[config.mk]
export PLATFORM = sky130hd
export DESIGN_NAME = spi_cmd_engine
export DESIGN_NICKNAME = d
export VERILOG_FILES = /design/src/rtl/spi_cmd_engine.sv
export SDC_FILE = /design/constraint.sdc
export NUM_CORES = 1
export LEC_CHECK = 0
export ABC_AREA = 1
export BUFFER_PORTS_ARGS = -buffer_cell sky130_fd_sc_hd__buf_2
export CORE_UTILIZATION = 51
export DETAILED_ROUTE_END_ITERATION = 8
export PLACE_DENSITY = 0.71
export SYNTH_ARGS = -nofsm -noshare
export SYNTH_HDL_FRONTEND = slang
export SYNTH_SLANG_ARGS = --single-unit
[constraint.sdc]
create_clock -name clk -period 2.7 [get_ports clk]
set_input_delay 0.81 -clock clk [delete_from_list [all_inputs] [get_ports clk]]
set_output_delay 0.81 -clock clk [all_outputs]
set_load 0.03 [all_outputs]
[src/rtl/spi_cmd_engine.sv]
module spi_cmd_engine (
  input  logic        clk,
  input  logic        rst_n,
  input  logic        bus_wr,
  input  logic [3:0]  bus_addr,
  input  logic [31:0] bus_wdata,
  output logic [31:0] bus_rdata,
  output logic        spi_cs_n,
  output logic        spi_sck,
  output logic        spi_mosi,
  input  logic        spi_miso
);
  localparam logic [3:0] MAX_TX = 4'd8;
  localparam logic [3:0] MAX_RX = 4'd4;

  typedef enum logic [1:0] {S_IDLE, S_SHIFT, S_FINISH} state_t;

  state_t      state_q;
  logic [3:0]  tx_cnt_q, rx_cnt_q;
  logic [1:0]  size_q, clk_sel_q;
  logic        busy_q;
  logic [31:0] opaddr_q, data_q;
  logic        cs_n_q, sck_q;
  logic [1:0]  div_q;
  logic [2:0]  bit_q;
  logic [3:0]  byte_q, tx_len_q, tot_q;
  logic [7:0]  tx_sh_q, rx_sh_q;

  wire [1:0] widx     = bus_addr[3:2];
  wire       start_go = bus_wr && !busy_q && widx == 2'd0 && bus_wdata[8];
  wire [3:0] w_tx     = bus_wdata[3:0];
  wire [3:0] w_rx     = bus_wdata[7:4];
  wire [3:0] tx_eff   = (w_tx == 4'd0) ? 4'd1 : (w_tx > MAX_TX) ? MAX_TX : w_tx;
  wire [3:0] rx_eff   = (w_rx > MAX_RX) ? MAX_RX : w_rx;
  wire [3:0] rx_off   = byte_q - tx_len_q;
  wire [1:0] rx_lane  = rx_off[1:0];
  wire       last_b   = (byte_q + 4'd1) == tot_q;

  function automatic logic [7:0] pick(input logic [3:0] idx, input logic [3:0] txl,
                                      input logic [31:0] oa, input logic [31:0] d);
    if (idx >= txl) return 8'h00;
    case (idx)
      4'd0:    return oa[7:0];
      4'd1:    return oa[31:24];
      4'd2:    return oa[23:16];
      4'd3:    return oa[15:8];
      4'd4:    return d[7:0];
      4'd5:    return d[15:8];
      4'd6:    return d[23:16];
      4'd7:    return d[31:24];
      default: return 8'h00;
    endcase
  endfunction

  always_ff @(posedge clk or negedge rst_n) begin
    if (!rst_n) begin
      state_q   <= S_IDLE;
      tx_cnt_q  <= '0;
      rx_cnt_q  <= '0;
      size_q    <= '0;
      clk_sel_q <= '0;
      busy_q    <= 1'b0;
      opaddr_q  <= '0;
      data_q    <= '0;
      cs_n_q    <= 1'b1;
      sck_q     <= 1'b0;
      div_q     <= '0;
      bit_q     <= '0;
      byte_q    <= '0;
      tx_len_q  <= '0;
      tot_q     <= '0;
      tx_sh_q   <= '0;
      rx_sh_q   <= '0;
    end else begin
      if (bus_wr && !busy_q) begin
        case (widx)
          2'd0: begin
            tx_cnt_q  <= w_tx;
            rx_cnt_q  <= w_rx;
            size_q    <= bus_wdata[18:17];
            clk_sel_q <= bus_wdata[25:24];
          end
          2'd1:    opaddr_q <= bus_wdata;
          2'd2:    data_q   <= bus_wdata;
          default: ;
        endcase
      end
      case (state_q)
        S_IDLE: if (start_go) begin
          busy_q   <= 1'b1;
          cs_n_q   <= 1'b0;
          sck_q    <= 1'b0;
          state_q  <= S_SHIFT;
          tx_len_q <= tx_eff;
          tot_q    <= tx_eff + rx_eff;
          byte_q   <= '0;
          bit_q    <= '0;
          div_q    <= '0;
          tx_sh_q  <= opaddr_q[7:0];
        end
        S_SHIFT: begin
          if (div_q == clk_sel_q) begin
            div_q <= '0;
            if (!sck_q) begin
              sck_q   <= 1'b1;
              rx_sh_q <= {rx_sh_q[6:0], spi_miso};
            end else begin
              sck_q   <= 1'b0;
              bit_q   <= bit_q + 3'd1;
              tx_sh_q <= {tx_sh_q[6:0], 1'b0};
              if (bit_q == 3'd7) begin
                if (byte_q >= tx_len_q) data_q[{rx_lane, 3'b000} +: 8] <= rx_sh_q;
                if (last_b) begin
                  state_q <= S_FINISH;
                  cs_n_q  <= 1'b1;
                end else begin
                  byte_q  <= byte_q + 4'd1;
                  tx_sh_q <= pick(byte_q + 4'd1, tx_len_q, opaddr_q, data_q);
                end
              end
            end
          end else begin
            div_q <= div_q + 2'd1;
          end
        end
        S_FINISH: begin
          busy_q  <= 1'b0;
          state_q <= S_IDLE;
        end
        default: state_q <= S_IDLE;
      endcase
    end
  end

  assign spi_cs_n = cs_n_q;
  assign spi_sck  = sck_q;
  assign spi_mosi = tx_sh_q[7];

  always_comb begin
    case (widx)
      2'd0:    bus_rdata = {6'd0, clk_sel_q, 5'd0, size_q, busy_q, 7'd0, 1'b0, rx_cnt_q, tx_cnt_q};
      2'd1:    bus_rdata = opaddr_q;
      2'd2:    bus_rdata = data_q;
      default: bus_rdata = 32'd0;
    endcase
  end
endmodule


==> results of run 1 <==
## power groups by stage
| stage | sequential (W) | combinational (W) | clock (W) |
|---|---|---|---|
| 2_1_floorplan | 0.00174 | 0.000108 | 0 |
| 3_3_place_gp | 0.00174 | 0.000251 | 0 |
| 3_5_place_dp | 0.00174 | 0.000252 | 0 |
| 4_1_cts | 0.00171 | 0.000254 | 0.00193 |
| 5_1_grt | 0.00171 | 0.000272 | 0.00202 |
| 6_report | 0.00171 | 0.000253 | 0.00192 |
## synth_stat cells, types with 2 or more instances
cell type and number:
clkbuf_1 30, buf_6 8, mux2_2 17, o21ai_0 107, buf_2 12, o211ai_1 13, nand4_1 76, nor2_1 41
fa_1 2, inv_2 5, xor2_1 3, nor3_1 2, nand2_4 2, a21oi_1 23, inv_1 90, nand2_2 2
nor2_8 2, nand3_1 27, nor2_4 2, o21ai_1 18, nand2_1 248, ha_1 21, xnor2_1 2, or2_2 2
a22o_1 3, dfrtp_1 113, nor2_2 4, o221ai_1 6
## worst reg2reg max path: stages, from the launching register on
cell     delay [ns]
dfrtp_1        0.37
inv_1          0.13
ha_1           0.18
inv_1          0.05
fa_1           0.49
ha_1           0.34
nor2_1         0.15
buf_4          0.24
nand4_1        0.23
o21ai_0        0.13
## per-layer routing
layer	vias up	global-route usage
met4	0	0.141
li1	3099	-
met2	289	0.500
met5	-	0
met1	3140	0.403
met3	62	0.0804
## flip-flops by register name (all words and copies together), names as in the netlist, 2 cells and up
register   flops
bit_q          3
byte_q         4
tx_cnt_q       4
tx_sh_q        8
state_q        2
data_q        32
div_q          2
rx_cnt_q       4
tx_len_q       4
clk_sel_q      2
tot_q          4
opaddr_q      32
rx_sh_q        8
size_q         2
## final cells by class
type	count	area, um2
Clock inverter	1	5.00
Sequential cell	114	2850
Tap cell	172	215
Clock buffer	25	485
Fill cell	1149	4850
Multi-Input combinational cell	627	3330
Timing Repair Buffer	102	716
Inverter	96	362
## timing repair
action                                  4_1_cts  5_1_grt
resized for setup                             0        2
endpoints found under the hold margin         0        0
endpoints found under the setup margin        0        1
## path summary, 6_finish.rpt
kind	startpoint	to	slack (ns)	cells after the start
max	bus_addr[2]	bus_rdata[3]	0.09	6
min	rst_n	opaddr_q[20]	0.37	1
max reg2reg	byte_q[0]	data_q[15]	0.32	9
min reg2reg	tx_sh_q[7]	tx_sh_q[7]	0.48	2
max in group asynchronous	rst_n	tx_sh_q[1]	1.65	2
min in group clk	tx_sh_q[7]	tx_sh_q[7]	0.48	2
## per-stage QoR
step	hold slack, ns	std cells	cell area [um2]	utilization	setup WS, ns
2_1_floorplan	0.449	889	6820	-	0.0346
3_3_place_gp	0.465	1111	7480	0.583	0.0970
3_5_place_dp	0.469	1111	7480	0.583	0.0826
4_1_cts	0.382	1137	7970	0.621	0.0816
5_1_grt	0.397	1137	7970	0.622	0.0343
6_report	0.369	1137	7970	0.622	0.0937
## cell families (layout without fill, tap and decap cells)
kind of cell / count (synthesis) / in the layout / share of synthesized area
AOI/OAI and AO/OA: 172 / 172 / 0.137
xor gates and xnor gates: 5 / 5 / 0.00643
adders and majority gates: 23 / 23 / 0.0444
buffers and inverters: 148 / 224 / 0.0931
DFF: 114 / 114 / 0.419
muxes: 17 / 17 / 0.0281
and+or+nand+nor: 410 / 410 / 0.272
## cells in the final DEF (no fill, tap or decap), types with 13 or more instances in the layout
cell	instances
mux2_2	17
o21ai_0	92
inv_1	90
buf_4	22
o21ai_1	33
nand3_1	27
nor2_1	41
ha_1	21
dfrtp_1	113
clkbuf_16	17
buf_2	70
nand4_1	76
a21oi_1	23
o211ai_1	13
nand2_1	247
==> results.md, run 1 <==
* Outcome: finished clean
* Die height at 118 um
* Post-synthesis cell count at 889
* Synthesized area at 0.00682 mm2
* Synth Flop Type: dfrtp_1
* Post-synth ARST share at 1.00
* Clock Latency Late Sink at 0.42 ns
* # diodes at 0
* Layout cells sized above 1 at 0.170
* DR WL met3 at 1.75 mm
* Initial antenna violation count at 0
* Total GRT Usage at 0.314
* Total gr overflow at 0
* Rel. slew slack at 0.538
* Top-area cell type share of the netlist area at 0.415
* Final min period at 2.61 ns
* Sequential share of power at 0.441
* Worst-path clk slew at 0.05 ns
* Lkg Pwr at 4.00 nW
* Area grow syn2layout at 17.0%
* 1st-pass router iterations at 5
* Top-level I/O count at 75
* Die W at 118 um
* WS Path Type: in -> out
* FF+latch count, synth at 114
* Delay-heaviest family, CP: buffers and inverters
* TritonCTS clock tree: yes
* Routed length per instance at 18.4 um
* Cts hold-fix bufs at 0
* VDD IR max at 0.439 mV
* Switching Share at 0.229
* CTS sink count at 114
* Max Cap Viol at 0
* DRT Wirelength at 20.9 mm
* CTS root buffer: clkbuf_16
* Worst Setup End Kind: output port
* Unrepaired setup endpoints after global routing: false
* Worst Hold Class: in -> async
* H-Tree Depth at 4
* Synth Area per Inst at 7.67 um2
* Clock Skew at 0.00650 ns
* Clk buf depth at 2
* Gpl congestion at 0.904
* Count of final setup violators at 0
* Synth Warn # at 0
* Seq/Total Area, Yosys at 0.419
* CP Launch Type: input pin
* Tcrit/Tclk final at 0.965
* Initial Utilization at 0.531
* Post-synth EDFFs at 0
* Ranking of synthesized cells by area: dfrtp_1 41%, nand2_1 14%, o21ai_0 7.9%
* Vias in the first global route at 6337
* Largest net degree at the start of global routing at 67
* Highest routed layer: met4
* CTS Buf Count at 17
* Post-CTS Setup Inserts at 0
* Die area at 0.0138 mm2
* # DRC at 0
* Worst path bufs/invs at 4
* Combinational power share at 0.065
* DP HPWL at 15.1 mm
* Max Slew Vio Count at 0
* Maximum clock rate at 384 MHz
* Synth unique cells at 36
* CP Max Fanout at 7
* Core area at 0.0128 mm2
* Routed Antenna Nets at 0
* Cell Pwr Density at 488 mW/mm2
* TNS Setup at 0 ns
* Least-Margin Pin Slew at 0.692 ns
* Syn_nets at 952
* Post-Route M1 WL at 8.54 mm
* Total power at 0.00389 W
* Wire length of the first global-routing pass at 33.4 mm
* Crit path required time at 1.89 ns
* Port Buffers at 72
* Most frequent cell on the critical path: buf_2
* Largest stage delay on the critical path at 0.24 ns
* Clk pwr share at 0.494
* Nets@finish at 1021
* Worst Path Arrival at 1.80 ns
* Fin. Hold Viols at 0
* DRT iter0 DRCs at 840
* DR vias at 6590
* CP cell instances: buf_2 -> nor2_4 -> clkinv_2 -> buf_12 -> o221ai_1 -> buf_2
* Biggest area consumer among synthesized cells: dfrtp_1
* Met2 routed WL at 9.80 mm
* Internal Power at 0.00300 W
* Site Rows at 41
* P_sw at 0.000892 W
* Via/cell ratio at 5.80
* CP max-delay cell: buf_2
(Power assumes the default switching activity.)
==> inputs of run 2 (changes only) <==
--- a/config.mk
+++ b/config.mk
@@ -7,9 +7,9 @@
 export LEC_CHECK = 0
 export ABC_AREA = 1
 export BUFFER_PORTS_ARGS = -buffer_cell sky130_fd_sc_hd__buf_2
-export CORE_UTILIZATION = 51
+export CORE_UTILIZATION = 55
 export DETAILED_ROUTE_END_ITERATION = 8
-export PLACE_DENSITY = 0.71
+export PLACE_DENSITY = 0.76
 export SYNTH_ARGS = -nofsm -noshare
 export SYNTH_HDL_FRONTEND = slang
 export SYNTH_SLANG_ARGS = --single-unit
==> run 2 against run 1 <==
Compared with the run above: power increased by 10%; maximum frequency decreased by 1.3%; clock-buffer cell count up 1; via count shrank 1.2%; global-route usage increased by 1.6 points; clock power increased by 21%; cell area is 0.33% higher; die area is 7.2% lower; clock skew rose by 0.0018 ns; sequential share of layout area shrank 0.12 points; register-to-register slack improved by 0.08 ns; critical path type unchanged; largest cell class unchanged.
==> results.md, run 2 (synthesis gave the netlist of run 1 again) <==
* Outcome: finished clean
* Clk buf depth at 2 (unchanged)
* Via/cell ratio at 5.76 (-0.57%)
* Least-Margin Pin Slew at 0.707 ns (+0.0149 ns)
* VDD IR max at 0.478 mV (+8.7%)
* 1st-pass router iterations at 5 (unchanged)
* Count of final setup violators at 0 (unchanged)
* Worst Setup End Kind: output port
* TNS Setup at 0 ns (unchanged)
* Vias in the first global route at 6088 (-3.9%)
* Gpl congestion at 0.907 (+0.41%)
* TritonCTS clock tree: yes
* Core area at 0.0121 mm2 (-6.0%)
* Clock Latency Late Sink at 0.41 ns (about the same)
* Max Cap Viol at 0 (unchanged)
* Final Non-Filler Cells at 1130 (-0.62%)
* Area grow syn2layout at 17.3%
* Crit path required time at 1.89 ns (about the same)
* Post-cts resize count at 0 (unchanged)
* Die W at 113 um (-3.6%)
* DRT Wirelength at 19.7 mm (-5.8%)
* CTS Buf Count at 17 (unchanged)
* Worst-path clk slew at 0.05 ns (about the same)
* # DRC at 0 (unchanged)
* Layout cells sized above 1 at 0.169 (-0.000510)
* Total GRT Usage at 0.330 (+0.0156)
* # placed instances at 1100 (-0.99%)
* Fin. Hold Viols at 0 (unchanged)
* DRT iter0 DRCs at 767 (-8.7%)
* Clock Skew at 0.00825 ns (+0.00175 ns)
* Worst Hold Class: in -> async
* Top-level I/O count at 75 (unchanged)
* H-Tree Depth at 4 (unchanged)
* CP Max Fanout at 26 (+19)
* Max Slew Vio Count at 0 (unchanged)
* Lkg Pwr at 4.01 nW (+0.28%)
* # diodes at 0 (unchanged)
* CP Launch Type: input pin
* Die height at 113 um (-3.6%)
* Cell Pwr Density at 536 mW/mm2 (+9.8%)
* DR vias at 6512 (-1.2%)
* Initial Utilization at 0.565 (+0.0336)
* Routed Antenna Nets at 0 (unchanged)
* Area of all placed cells without fillers at 0.00800 mm2 (+0.33%)
* Port Buffers at 72 (unchanged)
* Initial antenna violation count at 1 (+1)
* Placed Area at 0.00738 mm2 (-1.3%)
* DP HPWL at 13.7 mm (-9.2%)
* Worst setup margin at 0.0595 ns (-0.0342 ns)
* Nets@finish at 1014 (-0.69%)
* Maximum clock rate at 379 MHz (-1.3%)
* Routed length per instance at 17.5 um (-5.2%)
* CTS root buffer: clkbuf_16
* WS Path Type: in -> out
* Site Rows at 40 (-2.4%)
* CTS sink count at 114 (unchanged)
* Final min period at 2.64 ns (+0.0342 ns)
* Worst Path Arrival at 1.83 ns (+0.03 ns)
* Top Registers: data_q: 32 flops, opaddr_q: 32 flops
* Commonest non-fill, non-tap cell in the layout: nand2_1
* Die area at 0.0128 mm2 (-7.2%)
* Rel. slew slack at 0.528 (-0.00997)
* Most frequent cells in the layout: 247 x nand2_1, 113 x dfrtp_1, 92 x o21ai_0, 90 x inv_1, 76 x nand4_1
* Pre-CTS worst setup slack at 0.115 ns (+0.0326 ns)
* Total gr overflow at 0 (unchanged)
* Cts hold-fix bufs at 0 (unchanged)
* Fin util at 0.663 (+0.0415)
* Post-CTS Setup Inserts at 0 (unchanged)
* Largest net degree at the start of global routing at 115 (+72%)
* Tcrit/Tclk final at 0.978 (+0.0127)
* Unrepaired setup endpoints after global routing: false
* Wire length of the first global-routing pass at 31.7 mm (-5.3%)
[run 2: stage by stage]
step                      power (W)  hold slack, ns
after floorplan             0.00185           0.449
after global placement      0.00198           0.463
after detailed placement    0.00198           0.472
after CTS                   0.00430           0.487
after global routing        0.00439           0.506
final                       0.00428           0.454
[run 2: cell type report]
class | instances | area (um2)
Clock buffer | 26 | 519
Timing Repair Buffer | 95 | 623
Tap cell | 168 | 210
Inverter | 96 | 362
Fill cell | 1044 | 4060
Multi-Input combinational cell | 627 | 3330
Sequential cell | 114 | 2850
Clock inverter | 4 | 95.1
[run 2: routing by layer]
layer	GRT usage	wire length, um
met5	0	9
met4	0.143	683
met3	0.0691	1370
met2	0.526	9330
met1	0.438	8350
[run 2: path summary, 6_finish.rpt]
kind                                  start             to  slack [ns]  cells past startpoint
worst max-delay path            bus_addr[2]  bus_rdata[24]        0.06                      7
worst min-delay path                  rst_n   opaddr_q[13]        0.45                      2
worst max register to register    byte_q[0]     data_q[15]        0.40                      9
worst min register to register  rx_cnt_q[3]    rx_cnt_q[3]        0.49                      2
max in group asynchronous             rst_n     data_q[23]        1.74                      2
min in group clk                rx_cnt_q[3]    rx_cnt_q[3]        0.49                      2
[run 2: report_power, final]
| group | leakage (nW) | switching, W | internal, W | total, W |
|---|---|---|---|---|
| combinational | 2.31 | 0.000172 | 0.0000688 | 0.000241 |
| sequential | 1.39 | 0.000000686 | 0.00171 | 0.00171 |
| clock | 0.302 | 0.000745 | 0.00159 | 0.00233 |
| total | 4.01 | 0.000917 | 0.00337 | 0.00428 |
[run 2: critical path, stage by stage]
cell and delay (ns):
buf_2 0.12, inv_2 0.04, nor2_2 0.15, buf_12 0.20
nand2_1 0.09, o211ai_1 0.15, buf_2 0.26
==> inputs of run 3 (changes only) <==
--- a/config.mk
+++ b/config.mk
@@ -7,6 +7,7 @@
 export LEC_CHECK = 0
 export ABC_AREA = 1
 export BUFFER_PORTS_ARGS = -buffer_cell sky130_fd_sc_hd__buf_2
+export CAP_MARGIN = 20
 export CORE_UTILIZATION = 55
 export DETAILED_ROUTE_END_ITERATION = 8
 export PLACE_DENSITY = 0.76
==> constraint.sdc (replaced) <==
create_clock -name clk -period 2.7 [get_ports clk]
set_input_delay 0.135 -clock clk [delete_from_list [all_inputs] [get_ports clk]]
set_output_delay 0.135 -clock clk [all_outputs]
set_load 0.03 [all_outputs]
==> run 3 against run 2 <==
Compared with the run above: worst setup slack gained 0.35 ns; register-to-register slack is essentially flat; flip-flop and latch count is the same; cell count grew 1.9%; power shrank 1.2%; wire length grew 3.3%; clock-buffer cell count grew 4; critical path type is now reg -> reg; highest routed layer is now met4.
==> results.md, run 3 (synthesis gave the netlist of run 1 again) <==
* CP Launch Type: register
* Vias in the first global route at 6139 (+0.84%)
* 1st-pass router iterations at 7 (+2)
* Worst Setup End Kind: register
* Site Rows at 40 (unchanged)
* Routed length per instance at 17.7 um (+1.4%)
* Post-CTS Setup Inserts at 0 (unchanged)
* Post-Route M1 WL at 8.63 mm (+3.3%)
* DR WL met3 at 1.65 mm (+21%)
* Tcrit/Tclk final at 0.848 (-0.130)
* CTS root buffer: clkbuf_16
* DP HPWL at 14.0 mm (+2.1%)
* Final Non-Filler Cells at 1151 (+1.9%)
* Fin. Hold Viols at 0 (unchanged)
* # DRC at 0 (unchanged)
* # placed instances at 1098 (-0.18%)
* Max Slew Vio Count at 0 (unchanged)
* Gpl congestion at 0.882 (-2.8%)
* Fin util at 0.674 (+0.0111)
* Maximum clock rate at 437 MHz (+15%)
* Filler Cell Count at 1032 (-1.1%)
* Worst Hold Class: in -> reg
* Total GRT Usage at 0.338 (+0.00771)
* Worst setup margin at 0.411 ns (+0.352 ns)
* Layout cells sized above 1 at 0.165 (-0.00464)
* WS Path Type: reg -> reg
* DRT Wirelength at 20.4 mm (+3.3%)
* Largest net degree at the start of global routing at 66 (-43%)
* DR vias at 6645 (+2.0%)
* Lkg Pwr at 4.06 nW (+1.3%)
* Top-level I/O count at 75 (unchanged)
* Clock Skew at 0.00434 ns (-0.00391 ns)
* VDD IR max at 0.428 mV (-11%)
* CTS sink count at 114 (unchanged)
* H-Tree Depth at 4 (unchanged)
* Post-cts resize count at 0 (unchanged)
* Highest routed layer: met4
* Die height at 113 um (unchanged)
* Cell Pwr Density at 520 mW/mm2 (-2.8%)
* Crit path required time at 3.05 ns (+1.16 ns)
* Area grow syn2layout at 19.3%
* CP Max Fanout at 9 (-65%)
* Clock Latency Late Sink at 0.42 ns (about the same)
* Die area at 0.0128 mm2 (unchanged)
* CTS Buf Count at 17 (unchanged)
* Commonest non-fill, non-tap cell in the layout: nand2_1
* Outcome: finished clean
* Total gr overflow at 0 (unchanged)
* Most frequent cells in the layout: 247 x nand2_1, 113 x dfrtp_1, 107 x o21ai_0, 90 x inv_1, 76 x nand4_1
* Die W at 113 um (unchanged)
* Via/cell ratio at 5.77 (+0.18%)
* Routed Antenna Nets at 0 (unchanged)
* Port Buffers at 72 (unchanged)
* Clk buf depth at 2 (unchanged)
* TNS Setup at 0 ns (unchanged)
* DRT iter0 DRCs at 739 (-3.7%)
* Core area at 0.0121 mm2 (unchanged)
* Wire length of the first global-routing pass at 32.8 mm (+3.5%)
* Hold Slack at 0.0125 ns (-0.441 ns)
* Worst R2R Setup Slack at 0.41 ns (about the same)
* Unrepaired setup endpoints after global routing: false
* Rel. slew slack at 0.438 (-0.0901)
* Count of final setup violators at 0 (unchanged)
* Worst Path Arrival at 2.64 ns (+0.81 ns)
* Nets@finish at 1033 (+1.9%)
* Least-Margin Pin Slew at 0.843 ns (+0.136 ns)
* TritonCTS clock tree: yes
* # diodes at 0 (unchanged)
* Met2 routed WL at 9.54 mm (+2.3%)
* Pre-CTS worst setup slack at 0.481 ns (+0.366 ns)
* Max Cap Viol at 0 (unchanged)
* Initial Utilization at 0.565 (unchanged)
* Worst-path clk slew at 0.05 ns (about the same)
* Final min period at 2.29 ns (-0.352 ns)
* Top Registers: data_q: 32 flops, opaddr_q: 32 flops
* Initial antenna violation count at 0 (-1)
run 3: changes by cell type in the layout (fill, tap and decap cells not counted), moves of 4 or more:
cell / delta
o21ai_1: -15
o21ai_0: +15
clkbuf_8: +4
dlygate4sd3_1: +21
buf_12: -4
run 3: power by group:
part	internal [W]	total (W)	switching, W
clock	0.00151	0.00226	0.000748
sequential	0.00171	0.00171	0.000000697
combinational	0.0000823	0.000261	0.000179
total	0.00330	0.00423	0.000927
run 3: layer usage:
layer | track usage | vias to the layer above
met5 | 0 | -
met4 | 0.131 | 0
met3 | 0.0632 | 46
met2 | 0.544 | 358
met1 | 0.453 | 3101
li1 | - | 3140
run 3: area by class of cell:
class / count / area, um2 / share of cell area
flip-flops and latches: 114 / 2850 / 0.351
well taps: 168 / 210 / 0.0259
multi-input cells: 627 / 3330 / 0.409
clock buffers: 30 / 574 / 0.0706
clock inverters: 2 / 35.0 / 0.00431
inverters: 96 / 360 / 0.0443
repair buffers: 114 / 768 / 0.0945
run 3: worst max-delay path: stages (launching register included):
cell,delay (ns)
dfrtp_1,0.54
inv_1,0.11
ha_1,0.34
ha_1,0.29
a21oi_1,0.17
o21ai_1,0.08
nand3_1,0.08
nand2_1,0.14
nor3_1,0.23
nand2_1,0.11
a21oi_2,0.12
run 3: through the flow:
stage	instance area [um2]	power, W
after floorplan	6820	0.00185
after global placement	7310	0.00197
after detailed placement	7310	0.00197
after CTS	8130	0.00424
after global routing	8130	0.00434
final	8130	0.00423
run 3: final timing paths:
path / start / endpoint / cells past startpoint
hold reg to reg: tx_sh_q[7] / tx_sh_q[7] / 2
setup / recovery: byte_q[1] / tx_sh_q[0] / 10
min in group asynchronous: rst_n / tx_sh_q[2] / 2
hold / removal: spi_miso / rx_sh_q[0] / 3
setup reg to reg: byte_q[1] / tx_sh_q[0] / 10
max in group asynchronous: rst_n / data_q[10] / 3
run 3: repair_timing:
action | 4_1_cts | 5_1_grt
hold buffers | 21 | 0
hold endpoints to repair | 80 | 0
setup endpoints to repair | 0 | 0
